[src/rtl/rww_flash_ctrl.sv]
module rww_flash_ctrl #(
  parameter int ADDR_W    = 8,
  parameter int PAGE_W    = 4,
  parameter int DATA_W    = 16,
  parameter int RWW_PAGES = 12,
  parameter int OP_CYCLES = 6
) (
  input  logic              clk,
  input  logic              rst_n,
  input  logic              cmd_valid,
  input  logic [1:0]        cmd_op,
  input  logic [PAGE_W-1:0] cmd_page,
  input  logic              rd_en,
  input  logic [ADDR_W-1:0] rd_addr,
  output logic [DATA_W-1:0] rd_data,
  output logic              arr_rd_en,
  output logic [ADDR_W-1:0] arr_addr,
  input  logic [DATA_W-1:0] arr_rdata,
  output logic              prog_active,
  output logic [1:0]        prog_op,
  output logic [PAGE_W-1:0] prog_page,
  output logic              cpu_stall,
  output logic              rww_busy,
  output logic              rd_viol,
  output logic              op_done,
  output logic              cmd_err
);
  localparam int CNT_W = (OP_CYCLES > 1) ? $clog2(OP_CYCLES) : 1;
  localparam logic [PAGE_W-1:0] BOUND = PAGE_W'(RWW_PAGES);
  localparam logic [CNT_W-1:0]  LOAD  = CNT_W'(OP_CYCLES - 1);
  localparam logic [1:0] OP_ERASE = 2'b01, OP_WRITE = 2'b10, OP_REEN = 2'b11;

  logic             active, tgt_hi, busy_q, viol_q, done_q, err_q;
  logic [CNT_W-1:0] cnt;
  logic [1:0]       op_q;
  logic [PAGE_W-1:0] page_q;

  wire [PAGE_W-1:0] rd_page = rd_addr[ADDR_W-1 -: PAGE_W];
  wire is_prog  = cmd_valid && (cmd_op == OP_ERASE || cmd_op == OP_WRITE);
  wire accept   = is_prog && !active;
  wire reen     = cmd_valid && cmd_op == OP_REEN && !active;
  wire cmd_hi   = cmd_page >= BOUND;
  wire blocked  = (active && tgt_hi) || (busy_q && rd_page < BOUND);

  assign rd_data     = blocked ? '1 : arr_rdata;
  assign arr_rd_en   = rd_en && !blocked;
  assign arr_addr    = rd_addr;
  assign prog_active = active;
  assign prog_op     = op_q;
  assign prog_page   = page_q;
  assign cpu_stall   = active && tgt_hi;
  assign rww_busy    = busy_q;
  assign rd_viol     = viol_q;
  assign op_done     = done_q;
  assign cmd_err     = err_q;

  always_ff @(posedge clk or negedge rst_n) begin
    if (!rst_n) begin
      active <= 1'b0;
      tgt_hi <= 1'b0;
      busy_q <= 1'b0;
      viol_q <= 1'b0;
      done_q <= 1'b0;
      err_q  <= 1'b0;
      cnt    <= '0;
      op_q   <= '0;
      page_q <= '0;
    end else begin
      done_q <= 1'b0;
      err_q  <= is_prog && active;
      if (active) begin
        if (cnt == '0) begin
          active <= 1'b0;
          done_q <= 1'b1;
        end else begin
          cnt <= cnt - 1'b1;
        end
      end else if (accept) begin
        active <= 1'b1;
        cnt    <= LOAD;
        op_q   <= cmd_op;
        page_q <= cmd_page;
        tgt_hi <= cmd_hi;
        if (!cmd_hi) busy_q <= 1'b1;
      end else if (reen) begin
        busy_q <= 1'b0;
      end
      if (rd_en && blocked) viol_q <= 1'b1;
    end
  end

  AST_RWW_NO_STALL: assert property (@(posedge clk) disable iff (!rst_n)
    accept && !cmd_hi |=> !cpu_stall && rww_busy);
  AST_NRWW_STALL: assert property (@(posedge clk) disable iff (!rst_n)
    accept && cmd_hi |=> cpu_stall && !rww_busy);
  AST_BUSY_HOLD: assert property (@(posedge clk) disable iff (!rst_n)
    rww_busy && !(cmd_valid && cmd_op == OP_REEN && !prog_active) |=> rww_busy);
  AST_REEN_IGNORED: assert property (@(posedge clk) disable iff (!rst_n)
    prog_active && cmd_valid && cmd_op == OP_REEN |=> rww_busy == $past(rww_busy));
  AST_FILLER: assert property (@(posedge clk) disable iff (!rst_n)
    rd_en && rww_busy && rd_page < BOUND |-> rd_data == '1 && !arr_rd_en);
  AST_VIOL_STICKY: assert property (@(posedge clk) disable iff (!rst_n)
    rd_viol |=> rd_viol);
  AST_DONE_PULSE: assert property (@(posedge clk) disable iff (!rst_n)
    op_done |-> !prog_active ##1 !op_done);
  AST_REJECT: assert property (@(posedge clk) disable iff (!rst_n)
    is_prog && prog_active && cnt != '0 |=> cmd_err && prog_active && $stable(prog_page));
endmodule

[config.mk]
export PLATFORM = sky130hd
export DESIGN_NAME = rww_flash_ctrl
export DESIGN_NICKNAME = d
export VERILOG_FILES = /design/src/rtl/rww_flash_ctrl.sv
export SDC_FILE = /design/constraint.sdc
export NUM_CORES = 1
export LEC_CHECK = 0
export BUFFER_PORTS_ARGS = -buffer_cell sky130_fd_sc_hd__buf_4
export CAP_MARGIN = 40
export CORE_ASPECT_RATIO = 0.75
export CORE_MARGIN = 1
export CORE_UTILIZATION = 36
export CTS_BUF_LIST = sky130_fd_sc_hd__clkbuf_4
export DETAILED_ROUTE_END_ITERATION = 6
export PLACE_DENSITY = 0.85
export SYNTH_ARGS = -nofsm -noshare
export SYNTH_HDL_FRONTEND = slang
export SYNTH_SLANG_ARGS = --single-unit
[constraint.sdc]
create_clock -name clk -period 1.18 [get_ports clk]
set_input_delay 0.118 -clock clk [delete_from_list [all_inputs] [get_ports clk]]
set_output_delay 0.118 -clock clk [all_outputs]
set_load 0.02 [all_outputs]
Word-level counts from Yosys, hierarchy flattened --
Cells that the tools add are included.
Word-level totals: output and inout bits 37, bits in registers 15
Cells by class: equality and inequality tests 5, magnitude comparators 2, bitwise operators 1, $add $sub $neg 1, multiplexer cells 12, reductions and logical operators 19
Operators by type and width (number):
- $mux 16 | 1
- $logic_and 1x1->1 | 9
- $mux 3 | 3
- $mux 1 | 8
- $eq 2x2->1 const B | 2
- $ge 4x4->1 const B | 1
- $lt 4x4->1 const B | 1
- $ne 2x2->1 const B | 2
- $reduce_and 2->1 | 2
- $reduce_bool 2->1 | 2
- $logic_not 3->1 | 1
- $reduce_and 3->1 | 1
- $sub 3x1->3 const B | 1
- $eq 2x1->1 const B | 1
- $logic_not 1->1 | 2
- $logic_or 1x1->1 | 2
- $not 1->1 | 1

Depth between registers and ports, before layout --
depth in word-level cells 6, gate-level depth with buffers 5, mapped depth without buffers 5

Worst setup path before layout --
OpenSTA, ideal clock, no wires.
path type register to output, from reg active, in the netlist prog_active, to out arr_rd_en, cell stages (with the launch flop) 5, data arrival time 1248 ps, required time 1062 ps, path buffers 1, slack -186 ps, cells stage by stage dfrtp_1 > and2_4 > a21oi_4 > buf_6 > and2_1
Between the ends: longest elaborated chain between the ends 4
Ends and longest elaborated chain:
- start: declaration | RTL line 33 | logic active, tgt_hi, busy_q, viol_q, done_q, err_q;
- start signal: assignment | RTL line 59 | active <= 1'b0;
- start signal: assignment | RTL line 73 | active <= 1'b0;
- start signal: assignment | RTL line 79 | active <= 1'b1;
- $logic_and 1x1->1
- net cpu_stall | RTL line 22 | output logic cpu_stall,
- $logic_or 1x1->1 | RTL line 43 | wire blocked = (active && tgt_hi) || (busy_q && rd_page < BOUND);
- $logic_not 1->1 | RTL line 46 | assign arr_rd_en = rd_en && !blocked;
- $logic_and 1x1->1 | RTL line 46
- end: declaration | RTL line 16 | output logic arr_rd_en,
The timed path passes the listed nets, and every way through them passes these cells.

Worst setup path in the final report --
from reg tgt_hi, to out rd_data[13]
Between the ends: longest elaborated chain between the ends 3
Ends and longest elaborated chain:
- start: declaration | RTL line 33
- start signal: assignment | RTL line 83 | tgt_hi <= cmd_hi;
- $logic_and 1x1->1 | RTL line 43
- $logic_or 1x1->1 | RTL line 43
- $mux 16 | RTL line 45 | assign rd_data = blocked ? '1 : arr_rdata;
- end: declaration | RTL line 15 | output logic [DATA_W-1:0] rd_data,
No other way between the ends.

==> results list <==
- After synthesis, the largest family of logic cells by area is simple AND/OR/NAND/NOR gates.
- Post-layout minimum cycle time: around 1.5 ns
- Yosys Warn Count: 0
* Crit path arrival time: between 1 and 1.5 ns
- The tool flagged a number of max-cap violations equal to 0.
- Of the post-synthesis cell area, the dominant cell type holds 0.432.
* Number of buffers created by CTS: 3
- Beginning of the critical path: tgt_hi$_DFFE_PN0P_
- Library cells used by synthesis: 27
* Cell taking the most area after synthesis: sky130_fd_sc_hd__dfrtp_1
- In the final layout, the share of cells above drive strength 1 is 0.648.
- Clock Latency Late Sink: 0.29 ns
* Post-route antenna net violation count: 0
- Post-Synth Adder-Cell Area: 0.0432
- Counting buffers and inverters, the worst setup path is 5 cells deep.
- The share of the Yosys chip area taken by registers is 0.432.
- Die boundary width: slightly below 60 microns
- Setup repair after global routing could not meet its margin everywhere.
* Compound-gate portion of the synthesized area: 0.0879
- Setup violations remaining at the end of the flow were counted as 18.
- Buffer type at the clock tree root: sky130_fd_sc_hd__clkbuf_4
- Including well taps, the total number of placed cells is 172.
- In this run the critical register-to-register path is captured at cnt[1]$_DFFE_PN0P_.
* Average cell area after synthesis: roughly 11 sq um
- The worst pin sits at a relative slew slack of 0.803.
* Post-detailed-route via-to-cell ratio: 4.66
- The first routing iteration left 32 violations.
- The HPWL after detailed placement is 1770 microns.
- The largest single stage delay on the critical path is roughly 0.40 ns.
- The final number of max-transition violations is 0.
- Placement Rows: 15
- The initial antenna violation count is 0.
- Most frequent standard cell in the layout excluding fill and tap cells: sky130_fd_sc_hd__buf_4
- Effective utilization at floorplan: 0.379
- The number of global-route vias before repair came to ~840.
- No sink is reached through more buffers than the 2 on the longest clock path.
- Worst Hold Class: primary input to flop
* Multiplexer share of the synthesized area: 0.0893
- The number of cells on the worst reg-to-reg path is 5.
* Capturing instance or port of the critical path: rd_data[13]
- Routed length per instance: around 13 microns
* Die Area: between 2000 and 3000 sq um
* Count of flip-flops with a built-in enable after synthesis: 0
- Prior to clock tree synthesis, the placed netlist has a worst setup slack of -0.0294 ns.
- The synthesized netlist occupies a cell area of roughly 870 sq um.
- Count of buffering cells on the critical path with inverters included: 2
* CTS tree: built
- Clock Skew: between 0.01 and 0.015 ns
- Final Wtd Congestion: 0.764
- VDD IR max: ~1.3 mV
* Ratio of final minimum period to clock period: 1.28
- Data on the critical path is required at its endpoint by roughly 1.1 ns.
- 0 antenna diodes ended up in the layout.
- Based on the critical path, the design can be clocked at up to 663 MHz.
* Worst reg2reg path startpoint: cnt[1]$_DFFE_PN0P_
- Critical path fanouts, max: 8
* First-pass GRT wire length: 3350 microns
- Async set-reset flop share out of synthesis: 1.00
- Setup slack of the critical path after layout: -0.328 ns
* Number of clock sinks seen by CTS: 15
- Measured slew at the worst slew-check pin: 0.295 ns
- # H-tree levels: 1
* Slowest stage cell on the critical path: sky130_fd_sc_hd__dfrtp_1
* Net Count, Synth: 118
- Run status: complete, but fails checks
- Core footprint: 2290 sq um
* Number of remaining DRC errors: 0
* Number of search-and-repair iterations in the first detailed-routing pass: 4
* Final #Nets: 183
* Most area-consuming cells after synthesis: sky130_fd_sc_hd__dfrtp_1 43%, sky130_fd_sc_hd__nand2b_1 12%, sky130_fd_sc_hd__mux2_2 7.8%, sky130_fd_sc_hd__buf_4 6.9%, sky130_fd_sc_hd__ha_1 4.3%
- In this run the power density over the cells is roughly 2400 nW/um^2.
* Total grt overflow: 0
- Count of filler cells inserted in the layout: 209
- Largest net degree at the start of global routing: 16
- Slack of the worst reg-to-reg path: about 0.010 ns
- Across every metal layer, demand over resource in global routing totals 0.172.
- Traced cell by cell, the critical path runs through and2_4 > a21oi_4 > buf_6 > nand2b_1 > buf_6.
* Via count of the routed design: roughly 840
- The setup path with the least slack is of type flop to primary output.
- For this design the static power due to leakage is 0.786 nW.
- After the flow finishes, the layout carries non-filler instances totaling between 150 and 200.
- After synthesis the netlist holds a flip-flop and latch count of 15.
* Port buffer count: 58
- Routed WL: between 2000 and 2500 microns
- STA classifies the critical path startpoint as a flop.
- Area growth, synth to finish: 74.6%
- Simple-gate area share of the yosys netlist: 0.220
- Number of instances in the synthesized netlist: about 80
* Most instantiated flip-flop cell in the synthesis netlist: sky130_fd_sc_hd__dfrtp_1
- Summing all placed instances gives a cell area of 1340 sq um.
* Area share of xor/xnor cells in the synthesized design: 0.0101
- Crit end category: primary output
- Clock-pin transition on the worst setup and hold timing paths: about 0.090 ns
- Hold violation total from the final report: 0
- Broken down by cell family, the worst path's largest delay share belongs to flip-flops.
- Violated checks: setup timing
- After routing the design area is roughly 1500 sq um.
* Commonest cells after routing, fill and taps aside: 46 x sky130_fd_sc_hd__buf_4, 23 x sky130_fd_sc_hd__buf_6, 14 x sky130_fd_sc_hd__dfrtp_1
* Die span in y: 44.5 microns
- By instance count, the cell type seen most on the critical path is sky130_fd_sc_hd__buf_6.
- For this design the top-level I/O count stands at 71.
-- cells in the mapped netlist, types with 2 or more instances --
cell type and instances:
sky130_fd_sc_hd__a21oi_1 3, sky130_fd_sc_hd__mux2_2 6, sky130_fd_sc_hd__dfrtp_1 15, sky130_fd_sc_hd__buf_4 8, sky130_fd_sc_hd__nand2_1 3, sky130_fd_sc_hd__nand2b_1 16
sky130_fd_sc_hd__ha_1 3, sky130_fd_sc_hd__inv_1 5, sky130_fd_sc_hd__buf_6 2, sky130_fd_sc_hd__nor2_1 3
-- layout make-up --
class	instances	area, sq um	area share
Clock buffer	3	22.5	0.0149
Clock inverter	1	5.00	0.00330
Inverter	5	18.8	0.0124
Multi-Input combinational cell	51	437	0.288
Sequential cell	15	377	0.248
Tap cell	34	42.5	0.0281
Timing Repair Buffer	70	614	0.405
-- what timing repair did --
item	CTS	global route
pin swaps	1	1
hold endpoints to repair	15	0
hold buffers	1	0
endpoints found under the setup margin	26	25
setup buffers	1	2
resized for setup	24	8
-- registers in the layout, indices dropped and copies added, names as in the netlist --
signal       flops
prog_op          2
rww_busy         1
cnt              3
prog_page        4
rd_viol          1
tgt_hi           1
op_done          1
prog_active      1
cmd_err          1
-- per-stage QoR --
| step | hold WS, ns | TNS (ns) | utilization | power (W) |
|---|---|---|---|---|
| after detailed placement | -0.0192 | -0.329 | 0.586 | 0.00302 |
| after global placement | -0.0239 | -0.0175 | 0.586 | 0.00293 |
| after CTS | 0.0532 | -5.50 | 0.643 | 0.00358 |
| after floorplan | -0.178 | -0.666 | - | 0.00214 |
| final | 0.0528 | -5.43 | 0.662 | 0.00371 |
| after global routing | 0.0476 | -6.34 | 0.662 | 0.00389 |
-- how the worst min path moves through the flow --
stage / start / end / slack (ns) / depth (start not counted)
CTS: cmd_page[0] / prog_page[0]$_DFFE_PN0P_ / 0.05 / 2
finish: cmd_page[1] / prog_page[1]$_DFFE_PN0P_ / 0.05 / 2
floorplan: rst_n / cmd_err$_DFF_PN0_ / -0.18 / 0
global route: cmd_page[0] / prog_page[0]$_DFFE_PN0P_ / 0.05 / 2
detailed placement: rst_n / cnt[2]$_DFFE_PN0P_ / -0.02 / 1
global placement: rst_n / cnt[2]$_DFFE_PN0P_ / -0.02 / 1
-- layer usage --
metal,part of all wire,track usage,wire [microns],up-vias
met5,0,0,0,-
met4,0.014,0.0810,34,0
met3,0.075,0.0292,178,10
met2,0.55,0.347,1300,44
met1,0.36,0.173,866,398
li1,-,-,-,383
-- where the power goes --
part	internal (W)	leakage [nW]	switching [W]
logic	0.00131	0.590	0.00123
registers	0.000736	0.179	0.000136
clock network	0.000126	0.0177	0.000167
total	0.00217	0.786	0.00153
-- kinds of logic (layout without fill, tap and decap cells) --
| kind of cell | Yosys count | in the layout |
|---|---|---|
| compound gates | 10 | 10 |
| xor+xnor | 1 | 1 |
| fa+ha+maj | 3 | 3 |
| buf+inv | 15 | 79 |
| flops | 15 | 15 |
| mux | 7 | 7 |
| simple gates | 30 | 30 |
Note: power is estimated with default switching activity, not from simulation.
